File: config.mk
export PLATFORM = sky130hd
export DESIGN_NAME = pte_writer
export DESIGN_NICKNAME = d
export VERILOG_FILES = /design/src/rtl/pte_pkg.sv /design/src/rtl/pte_perm_enc.sv /design/src/rtl/pte_word_build.sv /design/src/rtl/pte_write_seq.sv /design/src/rtl/pte_writer.sv
export SDC_FILE = /design/constraint.sdc
export NUM_CORES = 1
export LEC_CHECK = 0
export CAP_MARGIN = 20
export CORE_MARGIN = 8
export CORE_UTILIZATION = 48
export CTS_BUF_LIST = sky130_fd_sc_hd__clkbuf_2 sky130_fd_sc_hd__clkbuf_4 sky130_fd_sc_hd__clkbuf_8
export CTS_CLUSTER_SIZE = 14
export DETAILED_ROUTE_END_ITERATION = 12
export GPL_TIMING_DRIVEN = 0
export HOLD_SLACK_MARGIN = 0.08
export MAX_ROUTING_LAYER = met4
export PLACE_DENSITY = 0.94
export SLEW_MARGIN = 25
export SYNTH_ARGS = -nofsm -noshare
export SYNTH_HDL_FRONTEND = slang
export SYNTH_SLANG_ARGS = --single-unit
File: constraint.sdc
create_clock -name clk -period 4.9 [get_ports clk]
set_input_delay 0.735 -clock clk [delete_from_list [all_inputs] [get_ports clk]]
set_output_delay 0.735 -clock clk [all_outputs]
set_load 0.03 [all_outputs]
File: src/rtl/pte_pkg.sv
package pte_pkg;

    localparam int WORD_W      = 64;
    localparam int PAGE_SHIFT  = 12;
    localparam int BIG_SHIFT   = 16;
    localparam int PPN_LSB     = 10;
    localparam int SLOT_BYTES  = 8;
    localparam int SLOT_SHIFT  = $clog2(SLOT_BYTES);
    localparam int RUN_SLOTS   = 1 << (BIG_SHIFT - PAGE_SHIFT);
    localparam int RUN_CNT_W   = $clog2(RUN_SLOTS);

    // Entry bit positions: decoded by the walker, so they are fixed
    localparam int BIT_V    = 0;
    localparam int BIT_R    = 1;
    localparam int BIT_W    = 2;
    localparam int BIT_X    = 3;
    localparam int BIT_U    = 4;
    localparam int BIT_A    = 6;
    localparam int BIT_D    = 7;
    localparam int BIT_SIZE = 13;
    localparam int BIT_RUN  = 63;

    typedef struct packed {
        logic rd;
        logic wr;
        logic noexec;
    } access_t;

    typedef enum logic {
        SEQ_IDLE  = 1'b0,
        SEQ_WRITE = 1'b1
    } seq_state_t;

    function automatic logic [7:0] perm_from_access(input access_t a);
        logic [7:0] p;
        p = '0;
        p[BIT_A] = 1'b1;
        p[BIT_U] = 1'b1;
        if (a.wr) begin
            p[BIT_W] = 1'b1;
            p[BIT_R] = 1'b1;
            p[BIT_D] = 1'b1;
        end
        if (a.rd)
            p[BIT_R] = 1'b1;
        if (!a.noexec)
            p[BIT_X] = 1'b1;
        return p;
    endfunction

endpackage

File: src/rtl/pte_perm_enc.sv
module pte_perm_enc
    import pte_pkg::*;
(
    input  access_t    acc,
    output logic [7:0] perm,
    output logic       perm_ok
);

    always_comb begin
        perm    = perm_from_access(acc);
        perm_ok = |{perm[BIT_R], perm[BIT_W], perm[BIT_X]};
    end

endmodule

File: src/rtl/pte_word_build.sv
module pte_word_build
    import pte_pkg::*;
#(
    parameter int OA_W = 56
) (
    input  logic                   is_leaf,
    input  logic                   run_form,
    input  logic [OA_W-1:PAGE_SHIFT] page_num,
    input  logic [7:0]             perm,
    output logic [WORD_W-1:0]      word
);

    localparam int PPN_W = OA_W - PAGE_SHIFT;

    always_comb begin
        word = '0;
        word[PPN_LSB +: PPN_W] = page_num;
        word[BIT_V] = 1'b1;
        if (is_leaf) begin
            word[7:1] = perm[7:1];
            if (run_form) begin
                word[BIT_SIZE] = 1'b1;
                word[BIT_RUN]  = 1'b1;
            end
        end
    end

endmodule

File: src/rtl/pte_write_seq.sv
module pte_write_seq
    import pte_pkg::*;
#(
    parameter int ADDR_W = 32,
    parameter int IDX_W  = 9,
    parameter int SLOTS  = RUN_SLOTS
) (
    input  logic              clk,
    input  logic              rst,
    input  logic              start,
    input  logic              fail,
    input  logic              multi,
    input  logic [ADDR_W-1:0] base,
    input  logic [IDX_W-1:0]  index,
    input  logic [WORD_W-1:0] word,
    output logic              busy,
    output logic              wr_en,
    output logic [ADDR_W-1:0] wr_addr,
    output logic [WORD_W-1:0] wr_data,
    output logic              done,
    output logic              error
);

    localparam int CNT_W = (SLOTS > 1) ? $clog2(SLOTS) : 1;
    localparam logic [CNT_W-1:0] LAST_MULTI = CNT_W'(SLOTS - 1);

    seq_state_t        state;
    logic [CNT_W-1:0]  cnt;
    logic [CNT_W-1:0]  last;
    logic [ADDR_W-1:0] base_q;
    logic [IDX_W-1:0]  index_q;
    logic [WORD_W-1:0] word_q;
    logic [IDX_W-1:0]  slot;

    always_ff @(posedge clk) begin
        if (rst) begin
            state   <= SEQ_IDLE;
            cnt     <= '0;
            last    <= '0;
            base_q  <= '0;
            index_q <= '0;
            word_q  <= '0;
            done    <= 1'b0;
            error   <= 1'b0;
        end else begin
            done  <= 1'b0;
            error <= 1'b0;
            unique case (state)
                SEQ_IDLE: begin
                    if (start) begin
                        if (fail) begin
                            error <= 1'b1;
                        end else begin
                            state   <= SEQ_WRITE;
                            cnt     <= '0;
                            last    <= multi ? LAST_MULTI : '0;
                            base_q  <= base;
                            index_q <= index;
                            word_q  <= word;
                        end
                    end
                end
                SEQ_WRITE: begin
                    if (cnt == last) begin
                        state <= SEQ_IDLE;
                        done  <= 1'b1;
                    end else begin
                        cnt <= cnt + 1'b1;
                    end
                end
                default: state <= SEQ_IDLE;
            endcase
        end
    end

    always_comb begin
        slot    = index_q + IDX_W'(cnt);
        busy    = (state == SEQ_WRITE);
        wr_en   = (state == SEQ_WRITE);
        wr_addr = base_q + (ADDR_W'(slot) << SLOT_SHIFT);
        wr_data = word_q;
    end

    AST_BURST_WORD_STABLE: assert property (@(posedge clk) disable iff (rst)
        (wr_en && $past(wr_en)) |-> $stable(wr_data));

    AST_BURST_ADDR_STEP: assert property (@(posedge clk) disable iff (rst)
        (wr_en && $past(wr_en)) |-> (wr_addr == $past(wr_addr) + ADDR_W'(SLOT_BYTES)));

    AST_DONE_AFTER_LAST: assert property (@(posedge clk) disable iff (rst)
        done |-> ($past(wr_en) && !wr_en));

    AST_ERROR_NO_WRITE: assert property (@(posedge clk) disable iff (rst)
        error |-> (!wr_en && !$past(wr_en)));

    AST_DONE_ERROR_EXCL: assert property (@(posedge clk) disable iff (rst)
        !(done && error));

endmodule

File: src/rtl/pte_writer.sv
module pte_writer
    import pte_pkg::*;
#(
    parameter int ADDR_W = 32,
    parameter int IDX_W  = 9,
    parameter int LVL_W  = 3,
    parameter int OA_W   = 56
) (
    input  logic              clk,
    input  logic              rst,
    input  logic              req_valid,
    input  logic              req_leaf,
    input  logic              napot_en,
    input  logic              req_big,
    input  logic [LVL_W-1:0]  req_level,
    input  logic [ADDR_W-1:0] tbl_base,
    input  logic [IDX_W-1:0]  req_index,
    input  logic [OA_W-1:0]   out_addr,
    input  logic              acc_read,
    input  logic              acc_write,
    input  logic              acc_noexec,
    output logic              busy,
    output logic              wr_en,
    output logic [ADDR_W-1:0] wr_addr,
    output logic [WORD_W-1:0] wr_data,
    output logic              done,
    output logic              error
);

    localparam int RUN_IDX_BITS = RUN_CNT_W;

    access_t           acc;
    logic [7:0]        perm;
    logic              perm_ok;
    logic              run_form;
    logic              misaligned;
    logic              fail;
    logic              accept;
    logic [WORD_W-1:0] word;

    always_comb begin
        acc        = '{rd: acc_read, wr: acc_write, noexec: acc_noexec};
        run_form   = req_leaf && napot_en && req_big && (req_level == '0);
        misaligned = run_form &&
                     ((req_index[RUN_IDX_BITS-1:0] != '0) ||
                      (out_addr[BIG_SHIFT-1:0] != '0));
        fail       = (req_leaf && !perm_ok) || misaligned;
        accept     = req_valid && !busy;
    end

    pte_perm_enc u_perm (
        .acc     (acc),
        .perm    (perm),
        .perm_ok (perm_ok)
    );

    pte_word_build #(.OA_W(OA_W)) u_word (
        .is_leaf  (req_leaf),
        .run_form (run_form),
        .page_num (out_addr[OA_W-1:PAGE_SHIFT]),
        .perm     (perm),
        .word     (word)
    );

    pte_write_seq #(
        .ADDR_W (ADDR_W),
        .IDX_W  (IDX_W),
        .SLOTS  (RUN_SLOTS)
    ) u_seq (
        .clk     (clk),
        .rst     (rst),
        .start   (accept),
        .fail    (fail),
        .multi   (run_form),
        .base    (tbl_base),
        .index   (req_index),
        .word    (word),
        .busy    (busy),
        .wr_en   (wr_en),
        .wr_addr (wr_addr),
        .wr_data (wr_data),
        .done    (done),
        .error   (error)
    );

    AST_TABLE_NO_RWX: assert property (@(posedge clk) disable iff (rst)
        (accept && !req_leaf) |-> (word[BIT_X:BIT_R] == '0 && word[BIT_V]));

    AST_LEAF_HAS_PERM: assert property (@(posedge clk) disable iff (rst)
        (accept && req_leaf && !fail) |-> (word[BIT_X:BIT_R] != '0 && word[BIT_A] && word[BIT_U]));

    AST_RUN_MARKERS: assert property (@(posedge clk) disable iff (rst)
        (accept && run_form && !fail) |-> (word[BIT_RUN] && word[BIT_SIZE]));

    AST_IDLE_AFTER_RESET: assert property (@(posedge clk)
        $past(rst) |-> (!wr_en && !done && !error));

endmodule

Word level (Yosys, flattened, before mapping)
Cells that the tools add are included.
- add/sub/neg operators: 3
- equality and inequality tests: 4
- multiplexer cells: 20
- bitwise logic cells: 3
- reduce and logical (&&, ||, !) cells: 18
- operators with widths (cell ; number):
    32-bit by 12-bit adder with 32-bit output ; 1
    4-bit 2-to-1 mux ; 4
    16-bit nonzero test ; 1
    1-bit 2-to-1 mux ; 12
    9-bit by 4-bit adder with 9-bit output ; 1
    4-bit case mux with 2 select lines ; 1
    7-bit 2-to-1 mux ; 1
    1-bit logical AND ; 6
    2-bit inequality test (second input constant) ; 3
    3-bit AND reduction ; 2
    3-bit OR reduction ; 2
    4-bit by 1-bit adder with 4-bit output (second input constant) ; 1
    4-bit == test ; 1
    4-bit nonzero test ; 1
    3-bit zero test ; 1
    1-bit inverter ; 3
    1-bit zero test ; 2
    1-bit logical OR ; 2
    2-bit 2-to-1 mux ; 1
    1-bit case mux with 2 select lines ; 1
    2-bit OR reduction ; 1
- register bits: 105
- bits of input ports: 109
- output and inout bits: 100
- logic and storage cells: 56

Longest topological paths before layout
Gate-level depths: netlist of run 1.
- depth in word-level cells: 9
- gate-level depth with buffers: 15
- depth with buffers taken out: 14

Hierarchy
Synthesis of run 1 repeated with hierarchy kept, for this count alone.
- cells, all modules: 723
- area total of the unflattened synthesis: 5627.9 um^2
- modules (own cells, without submodules) (module ; instances ; cells each ; area an instance (um^2) ; seq. area each (um^2)):
    pte_write_seq ; 1 ; 633 ; 4994.8 ; 2262.2
    pte_word_build ; 1 ; 66 ; 479.2 ; 0.0
    pte_writer ; 1 ; 13 ; 82.6 ; 0.0
    pte_perm_enc ; 1 ; 11 ; 71.3 ; 0.0

Worst setup path before layout of run 1
No wires, ideal clock.
- path kind: reg2out
- start point: register u_seq.cnt[0]
- end point: output wr_addr[17]
- arrival time: 3.067 ns
- required time: 4.165 ns
- path slack: 1.098 ns
- stages on the path, launching flop included: 15
- buffers on the path: 1
- path through: dfxtp_1 ha_1 inv_1 fa_1 nor2b_1 o21ai_0 nand2b_1 xor2_1 ha_1 o211ai_1 o21ai_0 a31o_2 buf_4 nand4_1 xnor2_1
- word-level cells in the longest chain between the ends: 2
- RTL lines (element ; line ; text):
    start: declaration ; pte_write_seq.sv:28 ; logic [CNT_W-1:0] cnt;
    start signal: assignment ; pte_write_seq.sv:68 ; cnt <= cnt + 1'b1;
    9-bit by 4-bit adder with 9-bit output ; pte_write_seq.sv:77 ; slot = index_q + IDX_W'(cnt);
    32-bit by 12-bit adder with 32-bit output ; pte_write_seq.sv:80 ; wr_addr = base_q + (ADDR_W'(slot) << SLOT_SHIFT);
    end: declaration ; pte_writer.sv:24 ; output logic [ADDR_W-1:0] wr_addr,
Every way passes these cells.

Worst setup path after layout of run 1
- start point: register u_seq.cnt[0]
- end point: output wr_addr[11]
The elaborated chain is that of the path after synthesis.

==> impl_metrics.ini, run 1 <==
[detailed_routing]
postRouteAntennaNets = 0
wl_mm = 17.8
avgRoutedWirePerCell_um = 18.2
detail_route.iter0.violations = 334
vias_per_cell = 5.64
dr_total_vias = 5506
post-route-drc-count = 0
detail_route.first_pass.iterations = 5

[power_and_ir_drop]
combinational_cell_fraction_of_total_power = 0.250
seq_power_share = 0.436
p_clk_frac = 0.315
power.switching_fraction = 0.296
p_switching_uw = 602
cellInternalPower_mw = 1.43
report.power.total_mw = 2.03
leakagePower_nw = 3.15
irDropWorstVdd_mv = 0.173
p_per_area_mw_per_mm2 = 271

[clock_network]
clkTransAtPathRegs_ns = 0.10
worst_skew_pair_later_pin_latency_ns = 0.37
cts.path.max_buffers = 2
hold_buffers = 0
cts.sink_count = 99
cts_made_buffers = 9
post_cts_buffers = 0
cts_htree_levels = 3
root_buffer = clkbuf_8
cts_tree = done

[floorplan]
die-area_sq_mm = 0.0140
core_region_area_sq_mm = 0.0103
die_h_um = 118
die_width_um = 118
fp-row-count = 37
ios = 209
floorplan.initialDensity = 0.491

[worst_hold_path]
hold-path-endpoint = u_seq.wr_data[1]$_SDFFE_PP0P_
hold_path_startpoint = u_seq.wr_data[1]$_SDFFE_PP0P_
hold_path_stages = 2
hold_path_class = flop to flop

[cells_and_area]
design.final.nets = 960
finish.cell_count_without_fillers = 977
mostFrequentLayoutCell = clkdlybuf4s50_1
flow.area_growth_from_synthesis_pct = 48.5
layout_common_cells = clkdlybuf4s50_1 (174), a21oi_1 (103), dfxtp_1 (99)
post_route_cells_drive_above_1_share = 0.0774

[critical_path]
cp_data_arrival_time_ns = 3.82
critical_path.startpoint_type = flop
worst-endpoint-required_ns = 4.16
critPathMaxStageDelay_ns = 0.70
cp.buffers_inverters = 2
critical-path-top-delay-family = adder cells
critical_path_depth = 14
r2r.worst_path.cells = 6
critical_path.reg2reg.startpoint = u_seq.busy$_SDFF_PP0_
worst_path_most_repeated_cell = ha_1
critPathSlowestCell = clkdlybuf4s50_1
end_kind = primary output
worst-path-max-fanout = 6
crit-reg2reg-capture = u_seq.wr_data[32]$_SDFFE_PP0P_
minimum_setup_slack_among_reg_to_reg_paths_ns = 2.98
timing.setup.critical_path_class = flop to primary output
timing.critical_path.cells = ha_1, inv_1, fa_1, nor2b_1, o21ai_0, nand2b_1, xor2_1, ha_1, o211ai_1, o21ai_1, a21o_1, a21oi_1, xnor2_1, clkdlybuf4s50_1

[status]
result_of_the_run = finished clean

[timing]
tightestPinTransition_ns = 0.639
slew_headroom = 0.570
rsz0062_at_grt = false
hold_viol_final = 0
setup_violations = 0
timing.final.crit_period_ns = 4.55
fmaxAchievable_mhz = 220
final.setup_skew_ns = 0.0124
setup_tns_ns = 0
timing.final.crit_share = 0.930
timing_max_transition_violations_final = 0

[synthesis]
synthCells = 618
synth_edf_count = 0
ys_seq_elements = 99
ys.flop_type = dfxtp_1
synth_area_per_cell_sq_um = 8.16
yosysWarnings = 0
register_area_share_after_synthesis = 0.393
synth.cell_area_sq_mm = 0.00504
synthArstFlopShare = 0
synth_cell_types = 44

[global_route]
grt_overflow_total = 0
overall_global_routing_resource_usage = 0.251
vias_in_the_first_global_route = 5480
global_route_wire_length_before_repair_mm = 28.0
antenna_violations_before_repair = 1
grt_max_degree = 17

[place]
place_inst = 960
dpl.hpwl_mm = 13.7
gpl.final_weighted_congestion = 0.869
io_buffer_count = 195

[run]
maxcap_viol_count = 0
worst min-delay path: cells and delay by family (launching register included):
kind,cells,cell delay [ns]
flip-flops,1,0.32
AO/OA/AOI/OAI,2,0.12
cell families after synthesis:
group                      share of synthesized area
buffers and inverters                         0.0874
and+or+nand+nor                                0.167
adders and majority gates                     0.0427
AOI/OAI and AO/OA                              0.248
xor gates and xnor gates                      0.0608
other                                       0.000744
DFF                                            0.393
cell usage after synthesis, drive strengths merged, types with 2 or more instances:
| master | count | area share |
|---|---|---|
| xnor2 | 30 | 0.052 |
| inv | 6 | 0.0045 |
| and4 | 2 | 0.0035 |
| o221ai | 2 | 0.0047 |
| nand4 | 11 | 0.014 |
| a211oi | 3 | 0.0045 |
| buf | 44 | 0.061 |
| nor3b | 2 | 0.0030 |
| ha | 14 | 0.035 |
| a21oi | 104 | 0.10 |
| fa | 2 | 0.0079 |
| nand2b | 2 | 0.0025 |
| and3 | 8 | 0.0099 |
| xor2 | 5 | 0.0087 |
| nor3 | 3 | 0.0040 |
| nor4 | 5 | 0.0062 |
| clkbuf | 30 | 0.022 |
| o311ai | 8 | 0.014 |
| nand3 | 93 | 0.092 |
| nor2 | 9 | 0.0067 |
| and2 | 2 | 0.0025 |
| nand4b | 4 | 0.0069 |
| o21ai | 98 | 0.097 |
| a21o | 6 | 0.0089 |
| nand2 | 9 | 0.0067 |
| dfxtp | 99 | 0.39 |
| o211ai | 4 | 0.0060 |
| nor2b | 5 | 0.0062 |
final cells by class:
| class | count | area, sq um |
|---|---|---|
| inverter | 6 | 22.5 |
| sequential | 99 | 1980 |
| fill | 777 | 2790 |
| clock buffer | 10 | 131 |
| multi-input combinational | 450 | 2660 |
| buffer | 74 | 418 |
| antenna | 1 | 2.50 |
| clock inverter | 6 | 111 |
| timing repair buffer | 195 | 1990 |
| tap | 136 | 170 |
worst max path at each step:
stage	start	to	slack [ns]
floorplan	u_seq.cnt[0]$_SDFFE_PP0P_	wr_addr[17]	1.10
global placement	u_seq.cnt[0]$_SDFFE_PP0P_	wr_addr[17]	0.37
detailed placement	u_seq.cnt[0]$_SDFFE_PP0P_	wr_addr[17]	0.28
CTS	u_seq.cnt[0]$_SDFFE_PP0P_	wr_addr[22]	0.01
global route	u_seq.cnt[0]$_SDFFE_PP0P_	wr_addr[11]	0.06
finish	u_seq.cnt[0]$_SDFFE_PP0P_	wr_addr[11]	0.35
registers in the layout (all words and copies together) (netlist names):
register       flops
u_seq.index_q      9
u_seq.last         1
u_seq.base_q      32
u_seq.error        1
u_seq.wr_data     50
u_seq.done         1
u_seq.busy         1
u_seq.cnt          4
per-layer routing:
layer / wire [um] / vias to the layer above / GRT usage
li1: - / 2646 / -
met1: 6810 / 2562 / 0.270
met2: 8630 / 276 / 0.424
met3: 2140 / 22 / 0.100
met4: 225 / 0 / 0.0601
met5: 0 / - / -
power groups by stage:
stage                     combinational, mW  sequential, mW  clock (mW)
after detailed placement              0.507           0.904           0
after global placement                0.502           0.901           0
after CTS                             0.509           0.885       0.639
final                                 0.507           0.886       0.639
after global routing                  0.541           0.891       0.680
after floorplan                       0.220           0.949           0
through the flow:
step,instance area [sq um],setup slack [ns],util,hold slack (ns)
6_report,7490,0.345,0.729,0.476
5_1_grt,7490,0.0591,0.729,0.503
4_1_cts,7440,0.0144,0.724,0.479
3_5_place_dp,7200,0.282,0.701,0.462
3_3_place_gp,7200,0.369,0.701,0.454
2_1_floorplan,5080,1.10,-,0.454
what timing repair did:
action,in CTS,in global routing
endpoints found under the setup margin,10,21
hold endpoints to repair,0,0
resized for setup,3,23
pin swaps,0,0
(Power assumes the default switching activity.)
==> run 2: changes to the inputs <==
--- a/config.mk
+++ b/config.mk
@@ -6,13 +6,14 @@
 export NUM_CORES = 1
 export LEC_CHECK = 0
 export CAP_MARGIN = 20
+export CORE_ASPECT_RATIO = 1.2
 export CORE_MARGIN = 8
 export CORE_UTILIZATION = 48
 export CTS_BUF_LIST = sky130_fd_sc_hd__clkbuf_2 sky130_fd_sc_hd__clkbuf_4 sky130_fd_sc_hd__clkbuf_8
 export CTS_CLUSTER_SIZE = 14
 export DETAILED_ROUTE_END_ITERATION = 12
 export GPL_TIMING_DRIVEN = 0
-export HOLD_SLACK_MARGIN = 0.08
+export HOLD_SLACK_MARGIN = 0.06
 export MAX_ROUTING_LAYER = met4
 export PLACE_DENSITY = 0.94
 export SLEW_MARGIN = 25
==> impl_metrics.ini, run 2 (same netlist as run 1, synthesis figures left out) <==
[power_and_ir_drop]
p_switching_uw = 591
seq_power_share = 0.454
power.switching_fraction = 0.303
irDropWorstVdd_mv = 0.202
cellInternalPower_mw = 1.36
combinational_cell_fraction_of_total_power = 0.259
p_per_area_mw_per_mm2 = 262
leakagePower_nw = 3.16
p_clk_frac = 0.287

[timing]
setup_violations = 0
fmaxAchievable_mhz = 217
slew_headroom = 0.624
timing.final.crit_share = 0.941
timing.final.crit_period_ns = 4.61
setup_tns_ns = 0
final.setup_skew_ns = 0.00391
post-route-worst-setup-slack_ns = 0.291
timing_max_transition_violations_final = 0
rsz0062_at_grt = false
tightestPinTransition_ns = 0.564
hold_viol_final = 0

[cells_and_area]
largest_reg_flops = 50
final_core_utilization = 0.720
mostFrequentLayoutCell = clkdlybuf4s50_1
post_route_cells_drive_above_1_share = 0.0750
layout_common_cells = clkdlybuf4s50_1 (175), a21oi_1 (103), dfxtp_1 (99)
finish.cell_count_without_fillers = 970
n_fill_cell = 784
design.final.nets = 960
flow.area_growth_from_synthesis_pct = 48.0

[clock_network]
post_cts_buffers = 0
hold_buffers = 0
root_buffer = clkbuf_8
cts.path.max_buffers = 2
cts_made_buffers = 9
cts_htree_levels = 3
worst_skew_pair_later_pin_latency_ns = 0.36
cts.sink_count = 99
cts_tree = done
clkTransAtPathRegs_ns = 0.09

[status]
result_of_the_run = finished clean

[critical_path]
end_kind = primary output
minimum_setup_slack_among_reg_to_reg_paths_ns = 3.03
timing.setup.critical_path_class = flop to primary output
crit-reg2reg-capture = u_seq.wr_data[50]$_SDFFE_PP0P_
critical_path.startpoint_type = flop
critical_path.reg2reg.startpoint = u_seq.busy$_SDFF_PP0_
startpoint = u_seq.cnt[0]$_SDFFE_PP0P_
cp_data_arrival_time_ns = 3.87
r2r.worst_path.cells = 6
worst-path-max-fanout = 10
crit_path_end = wr_addr[13]
worst-endpoint-required_ns = 4.16

[detailed_routing]
postRouteAntennaNets = 0
wl_mm = 17.4
detail_route.first_pass.iterations = 5
avgRoutedWirePerCell_um = 18.0
post-route-drc-count = 0
detail_route.iter0.violations = 256
dr_total_vias = 5529
vias_per_cell = 5.70

[global_route]
vias_in_the_first_global_route = 5555
global_route_wire_length_before_repair_mm = 26.9
grt_overflow_total = 0
antenna_violations_before_repair = 0
grt_max_degree = 16
overall_global_routing_resource_usage = 0.250

[floorplan]
die-area_sq_mm = 0.0141
die_width_um = 110
floorplan.initialDensity = 0.486
die_h_um = 128
fp-row-count = 41
ios = 209
core_region_area_sq_mm = 0.0104

[place]
gpl.final_weighted_congestion = 0.864
io_buffer_count = 195
dpl.hpwl_mm = 13.3
place_inst = 953
detailedPlace.worstSlack_ns = 0.379

[worst_hold_path]
hold_path_class = flop to flop

[run]
maxcap_viol_count = 0
run 2: cell types whose count changed in the layout (fill, tap and decap cells not counted):
cell	previous run	this run
bufinv_16	3	1
clkbuf_8	9	12
dlymetal6s2s_1	19	20
clkdlybuf4s50_1	174	175
clkbuf_4	1	0
clkinv_2	1	2
clkbuf_2	2	0
inv_6	1	0
run 2: what timing repair did:
action | CTS | global route
setup endpoints to repair | 2 | 20
resized for setup | 1 | 20
cloned | 0 | 0
run 2: worst max-delay path, cell delays in order, from the launching register on:
cell and delay [ns]:
dfxtp_1 0.44, ha_1 0.20, inv_1 0.05, fa_1 0.39
nor2b_1 0.13, o21ai_0 0.08, nand2b_1 0.13, xor2_1 0.09
ha_1 0.36, o211ai_1 0.12, o21ai_1 0.29, a31o_2 0.21
buf_4 0.18, xor2_1 0.16, clkdlybuf4s50_1 0.69
run 2: worst min-delay path by stage:
| stage | start | endpoint | slack (ns) | cells after the start |
|---|---|---|---|---|
| 3_3_place_gp | u_seq.wr_data[0]$_SDFFE_PP0P_ | u_seq.wr_data[0]$_SDFFE_PP0P_ | 0.46 | 2 |
| 5_1_grt | u_seq.wr_data[34]$_SDFFE_PP0P_ | u_seq.wr_data[34]$_SDFFE_PP0P_ | 0.51 | 2 |
| 4_1_cts | u_seq.wr_data[51]$_SDFFE_PP0P_ | u_seq.wr_data[51]$_SDFFE_PP0P_ | 0.48 | 2 |
| 6_report | u_seq.wr_data[0]$_SDFFE_PP0P_ | u_seq.wr_data[0]$_SDFFE_PP0P_ | 0.48 | 2 |
| 2_1_floorplan | u_seq.base_q[0]$_SDFFE_PP0P_ | u_seq.base_q[0]$_SDFFE_PP0P_ | 0.45 | 2 |
| 3_5_place_dp | u_seq.wr_data[0]$_SDFFE_PP0P_ | u_seq.wr_data[0]$_SDFFE_PP0P_ | 0.46 | 2 |
run 2: cell type report:
class                      instances  area, sq um  share of cell area
multi-input combinational        450         2660               0.357
timing repair buffer             195         2000               0.268
sequential                        99         1980               0.266
buffer                            74          418              0.0560
clock buffer                      12          165              0.0221
tap                              129          161              0.0216
clock inverter                     4         47.5             0.00637
inverter                           6         22.5             0.00302
antenna                            1         2.50            0.000335
run 2: routing by layer:
layer / up-vias / part of all wire / track usage
li1: 2653 / - / -
met1: 2605 / 0.38 / 0.279
met2: 244 / 0.50 / 0.416
met3: 27 / 0.099 / 0.0770
met4: 0 / 0.018 / 0.0780
met5: - / 0 / -
run 2: metrics by stage:
stage	power (mW)	hold WS [ns]	cell area, sq um
after floorplan	1.17	0.454	5080
after global placement	1.40	0.457	7200
after detailed placement	1.41	0.457	7200
after CTS	1.96	0.479	7410
after global routing	2.03	0.509	7460
final	1.95	0.477	7460
run 2: power by group through the flow:
stage	Sequential, mW	Combinational, mW	Clock [mW]
CTS	0.884	0.508	0.566
global placement	0.901	0.499	0
detailed placement	0.903	0.505	0
finish	0.885	0.506	0.561
floorplan	0.949	0.220	0
global route	0.892	0.541	0.600
